[config.mk]
export PLATFORM = sky130hd
export DESIGN_NAME = cal_corr_stage
export DESIGN_NICKNAME = d
export VERILOG_FILES = /design/src/rtl/cal_pkg.sv /design/src/rtl/cal_ofs_stage.sv /design/src/rtl/cal_gain_stage.sv /design/src/rtl/cal_delay_line.sv /design/src/rtl/cal_corr_stage.sv
export SDC_FILE = /design/constraint.sdc
export NUM_CORES = 1
export LEC_CHECK = 0
export CAP_MARGIN = 20
export CORE_MARGIN = 2
export CORE_UTILIZATION = 30
export CTS_BUF_LIST = sky130_fd_sc_hd__clkbuf_4
export CTS_CLUSTER_SIZE = 14
export DETAILED_ROUTE_END_ITERATION = 7
export PLACE_DENSITY = 0.54
export SLEW_MARGIN = 20
export SYNTH_ARGS = -nofsm -noshare
export SYNTH_HDL_FRONTEND = slang
export SYNTH_SLANG_ARGS = --single-unit
[constraint.sdc]
create_clock -name clk_i -period 10.8 [get_ports clk_i]
set_input_delay 2.16 -clock clk_i [delete_from_list [all_inputs] [get_ports clk_i]]
set_output_delay 2.16 -clock clk_i [all_outputs]
set_load 0.03 [all_outputs]
[src/rtl/cal_pkg.sv]
package cal_pkg;
  localparam int unsigned CAL_DATA_W  = 12;
  localparam int unsigned CAL_OFS_W   = 12;
  localparam int unsigned CAL_GAIN_W  = 12;
  localparam int unsigned CAL_FRAC_W  = 11;
  localparam int unsigned CAL_LATENCY = 13;
endpackage

[src/rtl/cal_ofs_stage.sv]
module cal_ofs_stage #(
  parameter int unsigned DATA_W = 12,
  parameter int unsigned OFS_W  = 12,
  parameter int unsigned GAIN_W = 12
) (
  input  logic              clk_i,
  input  logic              rst_ni,
  input  logic              kill_i,
  input  logic              vld_i,
  input  logic [DATA_W-1:0] raw_i,
  input  logic [OFS_W-1:0]  ofs_i,
  input  logic [GAIN_W-1:0] gain_i,
  output logic              vld_o,
  output logic [DATA_W-1:0] sum_o,
  output logic [GAIN_W-1:0] gain_o
);
  localparam int unsigned SUM_W = ((DATA_W > OFS_W) ? DATA_W : OFS_W) + 2;
  localparam logic signed [SUM_W-1:0] MAX_S = SUM_W'((1 << DATA_W) - 1);

  logic signed [SUM_W-1:0] sum_s;
  logic [DATA_W-1:0]       sat_c;
  logic                    take;

  assign take  = vld_i & ~kill_i;
  assign sum_s = $signed({{(SUM_W-DATA_W){1'b0}}, raw_i})
               + $signed({{(SUM_W-OFS_W){ofs_i[OFS_W-1]}}, ofs_i});

  always_comb begin
    if (sum_s < 0)          sat_c = '0;
    else if (sum_s > MAX_S) sat_c = '1;
    else                    sat_c = sum_s[DATA_W-1:0];
  end

  always_ff @(posedge clk_i or negedge rst_ni) begin
    if (!rst_ni) begin
      vld_o  <= 1'b0;
      sum_o  <= '0;
      gain_o <= '0;
    end else begin
      vld_o <= take;
      if (take) begin
        sum_o  <= sat_c;
        gain_o <= gain_i;
      end
    end
  end

  AST_OFS_FLOOR: assert property (@(posedge clk_i) disable iff (!rst_ni)
    (take && sum_s < 0) |=> (vld_o && sum_o == '0));
  AST_OFS_CEIL: assert property (@(posedge clk_i) disable iff (!rst_ni)
    (take && sum_s > MAX_S) |=> (vld_o && sum_o == '1));
endmodule

[src/rtl/cal_gain_stage.sv]
module cal_gain_stage #(
  parameter int unsigned DATA_W = 12,
  parameter int unsigned GAIN_W = 12,
  parameter int unsigned FRAC_W = 11
) (
  input  logic              clk_i,
  input  logic              rst_ni,
  input  logic              kill_i,
  input  logic              vld_i,
  input  logic [DATA_W-1:0] sum_i,
  input  logic [GAIN_W-1:0] gain_i,
  output logic              vld_o,
  output logic [DATA_W-1:0] res_o
);
  localparam int unsigned PROD_W = DATA_W + GAIN_W;
  localparam int unsigned SCL_W  = PROD_W - FRAC_W;
  localparam logic [SCL_W-1:0] MAX_S = SCL_W'((1 << DATA_W) - 1);

  logic              prod_vld_q;
  logic [PROD_W-1:0] prod_q;
  logic [PROD_W-1:0] prod_c;
  logic [SCL_W-1:0]  scaled;
  logic [DATA_W-1:0] res_c;

  assign prod_c = PROD_W'(sum_i) * PROD_W'(gain_i);
  assign scaled = prod_q[PROD_W-1:FRAC_W];
  assign res_c  = (scaled > MAX_S) ? '1 : scaled[DATA_W-1:0];

  always_ff @(posedge clk_i or negedge rst_ni) begin
    if (!rst_ni) begin
      prod_vld_q <= 1'b0;
      prod_q     <= '0;
      vld_o      <= 1'b0;
      res_o      <= '0;
    end else begin
      prod_vld_q <= vld_i & ~kill_i;
      if (vld_i) prod_q <= prod_c;
      vld_o <= prod_vld_q & ~kill_i;
      if (prod_vld_q) res_o <= res_c;
    end
  end

  AST_GAIN_SAT: assert property (@(posedge clk_i) disable iff (!rst_ni)
    (prod_vld_q && !kill_i && scaled > MAX_S) |=> (vld_o && res_o == '1));
  AST_GAIN_ZERO: assert property (@(posedge clk_i) disable iff (!rst_ni)
    (vld_i && !kill_i && gain_i == '0) |=> (prod_vld_q && prod_q == '0));
endmodule

[src/rtl/cal_delay_line.sv]
module cal_delay_line #(
  parameter int unsigned WIDTH = 12,
  parameter int unsigned DEPTH = 10
) (
  input  logic             clk_i,
  input  logic             rst_ni,
  input  logic             kill_i,
  input  logic             vld_i,
  input  logic [WIDTH-1:0] dat_i,
  output logic             vld_o,
  output logic [WIDTH-1:0] dat_o
);
  if (DEPTH == 0) begin : g_thru
    assign vld_o = vld_i & ~kill_i;
    assign dat_o = dat_i;
  end else begin : g_regs
    logic [DEPTH-1:0] vld_q;
    logic [WIDTH-1:0] dat_q [DEPTH];

    always_ff @(posedge clk_i or negedge rst_ni) begin
      if (!rst_ni) begin
        vld_q <= '0;
        for (int i = 0; i < DEPTH; i++) dat_q[i] <= '0;
      end else begin
        vld_q[0] <= vld_i & ~kill_i;
        dat_q[0] <= dat_i;
        for (int i = 1; i < DEPTH; i++) begin
          vld_q[i] <= vld_q[i-1] & ~kill_i;
          dat_q[i] <= dat_q[i-1];
        end
      end
    end

    assign vld_o = vld_q[DEPTH-1];
    assign dat_o = dat_q[DEPTH-1];

    AST_KILL_EMPTIES: assert property (@(posedge clk_i) disable iff (!rst_ni)
      kill_i |=> (vld_q == '0));

    for (genvar s = 1; s < DEPTH; s++) begin : g_chk
      AST_IN_ORDER: assert property (@(posedge clk_i) disable iff (!rst_ni)
        !kill_i |=> (vld_q[s] == $past(vld_q[s-1]) && dat_q[s] == $past(dat_q[s-1])));
    end
  end
endmodule

[src/rtl/cal_corr_stage.sv]
module cal_corr_stage
  import cal_pkg::*;
#(
  parameter int unsigned DATA_W  = CAL_DATA_W,
  parameter int unsigned OFS_W   = CAL_OFS_W,
  parameter int unsigned GAIN_W  = CAL_GAIN_W,
  parameter int unsigned FRAC_W  = CAL_FRAC_W,
  parameter int unsigned LATENCY = CAL_LATENCY
) (
  input  logic              clk_i,
  input  logic              rst_ni,
  input  logic              en_i,
  input  logic              flush_i,
  input  logic              vld_i,
  input  logic [DATA_W-1:0] raw_i,
  input  logic [OFS_W-1:0]  ofs_i,
  input  logic [GAIN_W-1:0] gain_i,
  output logic              vld_o,
  output logic [DATA_W-1:0] res_o
);
  localparam int unsigned CORE_STAGES = 3;
  localparam int unsigned TAIL_DEPTH  = LATENCY - CORE_STAGES;

  logic              kill;
  logic              a_vld, c_vld, t_vld;
  logic [DATA_W-1:0] a_sum, c_res, t_res;
  logic [GAIN_W-1:0] a_gain;

  // disabling also empties the pipeline so no stale result leaks on re-enable
  assign kill = flush_i | ~en_i;

  cal_ofs_stage #(.DATA_W(DATA_W), .OFS_W(OFS_W), .GAIN_W(GAIN_W)) u_ofs (
    .clk_i(clk_i), .rst_ni(rst_ni), .kill_i(kill), .vld_i(vld_i),
    .raw_i(raw_i), .ofs_i(ofs_i), .gain_i(gain_i),
    .vld_o(a_vld), .sum_o(a_sum), .gain_o(a_gain)
  );

  cal_gain_stage #(.DATA_W(DATA_W), .GAIN_W(GAIN_W), .FRAC_W(FRAC_W)) u_gain (
    .clk_i(clk_i), .rst_ni(rst_ni), .kill_i(kill), .vld_i(a_vld),
    .sum_i(a_sum), .gain_i(a_gain), .vld_o(c_vld), .res_o(c_res)
  );

  cal_delay_line #(.WIDTH(DATA_W), .DEPTH(TAIL_DEPTH)) u_tail (
    .clk_i(clk_i), .rst_ni(rst_ni), .kill_i(kill), .vld_i(c_vld),
    .dat_i(c_res), .vld_o(t_vld), .dat_o(t_res)
  );

  assign vld_o = en_i ? t_vld : vld_i;
  assign res_o = en_i ? t_res : raw_i;

  AST_REENABLE_EMPTY: assert property (@(posedge clk_i) disable iff (!rst_ni)
    ($past(!en_i) && en_i) |-> !vld_o);
  AST_FLUSH_NO_OUT: assert property (@(posedge clk_i) disable iff (!rst_ni)
    ($past(flush_i) && en_i) |-> !vld_o);
endmodule

==> impl_metrics.csv <==
group,metric,value,unit
cells_and_area,nFillCells,3512,
placed_design,io_buffers,53,
synth,synth-edff-count,0,
sta,setup_viol,0,
global_routing,grt_overflow,0,
floorplan,rows,68,
floorplan,die-area,0.0366,mm^2
synth,postSynth.asyncResetShare,100,%
global_routing,grt_max_degree,76,
clocking,post_cts_buffers,0,
sta,rsz0062_at_grt,"no",
route,ant_nets,0,
route,viasPerCell,4.39,
floorplan,die_y,191,um
cells_and_area,final_layout_size_suffix_gt1_share,6.77,%
synth,synth-warning-count,0,
setup_path,crit_chain,"clkdlybuf4s50_1, mux2_2, clkdlybuf4s50_1",
synth,synth_ff_type,"dfrtp_1",
setup_path,required,8.64,ns
placed_design,place.gp.congestion,0.803,
sta,fin_skew,0.0366,ns
synth,netlist_instances,955,
floorplan,die_w,191,um
clocking,insertion_delay,0.59,ns
run_status,status,"finished clean",
floorplan,ios,54,
clocking,holdBufCountCts,0,
route,drt_iter0_drc,264,
cells_and_area,nets,1204,
synth,ys_seq_area_share,43.3,%
route,vias,6407,
run,cap_violations,0,
route,drtPass1Iterations,4,
clocking,root_buffer,"clkbuf_4",
setup_path,crit_path_frequent_cell,"clkdlybuf4s50_1",
cells_and_area,mostFrequentLayoutCells,"182 x dfrtp_1, 152 x nand2_1, 131 x inv_1",
setup_path,criticalPathCategory,"in2out",
sta,period_share,57.4,%
clocking,clock-sinks,182,
sta,maxSlewHeadroom,28.3,%
clocking,htreeDepth,4,
route,wirelength,20500,um
clocking,cts_made_buffers,17,
sta,setup_tns,0,ns
synth,synth_nets,1167,
global_routing,first_global_vias,6636,
setup_path,slowest_stage,"clkdlybuf4s50_1",
clocking,clk_path_buf_depth,2,
synth,synth.avg_cell_area,11.0,um^2
sta,final-max-slew-violation-count,0,
clocking,path_clk_slew,0.19,ns
setup_path,end_kind,"output port",
sta,fmax,161,MHz
route,drc,0,
global_routing,grt_pass1_wl,34900,um
sta,fin_crit,6.20,ns
synth,synthesis.area,0.0105,mm^2
clocking,cts_resized,0,
synth,ys_ff_latch,182,
sta,worstMarginPinSlew,1.06,ns
floorplan,fp.coreArea,0.0345,mm^2
cells_and_area,areaGrowthSynthToFinish,12.4,%
placed_design,dp_hpwl,15300,um
setup_path,worstPathMaxFanout,15,
setup_path,crit_arrival,4.04,ns
cells_and_area,final_common_cell,"dfrtp_1",
clocking,tritoncts,"built",
setup_path,max_stage_delay,0.88,ns
global_routing,antenna_found_initial,1,
global_routing,grt_use_total,12.2,%
floorplan,initial_core_util,30.5,%
setup_path,worstSetupStartpointType,"input pin",
synth,synth_cell_types,50,
sta,hold_viol,0,
route,wl_per_cell,14.0,um
min_path,hp-class,"reg2reg",
## synth_stat cells, drive strengths merged (2+ instances only)
cell	n	area, um^2
nand4	4	25.0
a31oi	3	18.8
ha	71	888
o21a	6	45.0
nand3	6	30.0
o21ai	14	70.1
nor4	2	12.5
or3	3	20.0
nor2	50	188
clkinv	2	7.51
a211oi	9	72.6
xnor2	14	141
a21oi	40	204
and4	2	17.5
a221oi	3	50.1
nand2	152	571
o31ai	4	43.8
dfrtp	182	4550
a21o	8	61.3
nor2b	3	18.8
xor2	6	52.6
clkbuf	36	135
o211ai	4	30.0
fa	100	2000
a41oi	2	25.0
inv	131	492
and2	60	375
and3	2	12.5
mux2	20	225
nor3	7	40.0
## critical path, delay by kind of cell
family | cells | cell delay [ns]
multiplexers | 1 | 0.41
buffers and inverters | 2 | 1.47
## routing by layer
layer  up-vias  part of all wire, %  global-route usage (%)
met2        97                   48                    20.0
met1      3211                   47                    16.7
met3        21                  3.6                    2.24
li1       3078                    -                       -
met4         0                  1.2                    3.22
met5         -                    0                       0
## layout make-up
class                           count  area [um^2]  share of cell area (%)
Multi-Input combinational cell    603         5340                    45.1
Sequential cell                   182         4550                    38.5
Tap cell                          455          569                    4.81
Timing Repair Buffer               55          549                    4.64
Inverter                          133          499                    4.22
Clock inverter                     15          194                    1.64
Clock buffer                       17          128                    1.08
Antenna cell                        1         2.50                  0.0212
## sequential cells by signal, summed over array words and instances, names as in the netlist
signal               cells
u_gain.prod_vld_q        1
u_gain.vld_o             1
u_tail.dat_o            12
u_gain.prod_q           13
u_ofs.sum_o             12
u_tail.g_regs.dat_q    108
u_ofs.vld_o              1
u_tail.g_regs.vld_q     10
u_ofs.gain_o            12
u_gain.res_o            12
## final timing paths
check / from / endpoint / slack (ns) / cells past startpoint
hold / removal: u_tail.g_regs.dat_q[81] / u_tail.g_regs.dat_q[69] / 0.34 / 0
max in group asynchronous: rst_ni / u_tail.g_regs.vld_q[9] / 7.44 / 3
hold reg to reg: u_tail.g_regs.dat_q[81] / u_tail.g_regs.dat_q[69] / 0.34 / 0
min in group asynchronous: rst_ni / u_tail.g_regs.dat_q[87] / 1.55 / 1
setup reg to reg: u_ofs.sum_o[4] / u_gain.prod_q[22] / 5.10 / 18
setup / recovery: en_i / res_o[8] / 4.60 / 3
## kinds of logic (layout without fill, tap and decap cells)
| family | count (synthesis) | count (layout) | share of synthesized area (%) |
|---|---|---|---|
| fa+ha+maj | 171 | 171 | 27.5 |
| flops | 182 | 182 | 43.3 |
| compound gates | 98 | 98 | 6.54 |
| buf+inv | 170 | 220 | 6.07 |
| mux | 21 | 21 | 2.23 |
| xor+xnor | 20 | 20 | 1.84 |
| other cells | 0 | 1 | 0 |
| simple gates | 293 | 293 | 12.6 |
## through the flow
step                worst slack [ns]  instances  cell area [um^2]  util, %  hold slack, ns
finish                          4.60       1461             11800     34.3           0.341
detailed placement              4.57       1428             11500     33.3           0.335
CTS                             4.56       1460             11800     34.2           0.340
global route                    4.48       1461             11800     34.3           0.359
floorplan                       5.39        955             10500        -           0.331
global placement                4.57       1428             11500     33.3           0.332
Power is not shown: default switching activity piles up to over one toggle a cycle in this logic, so the estimate is an artifact.
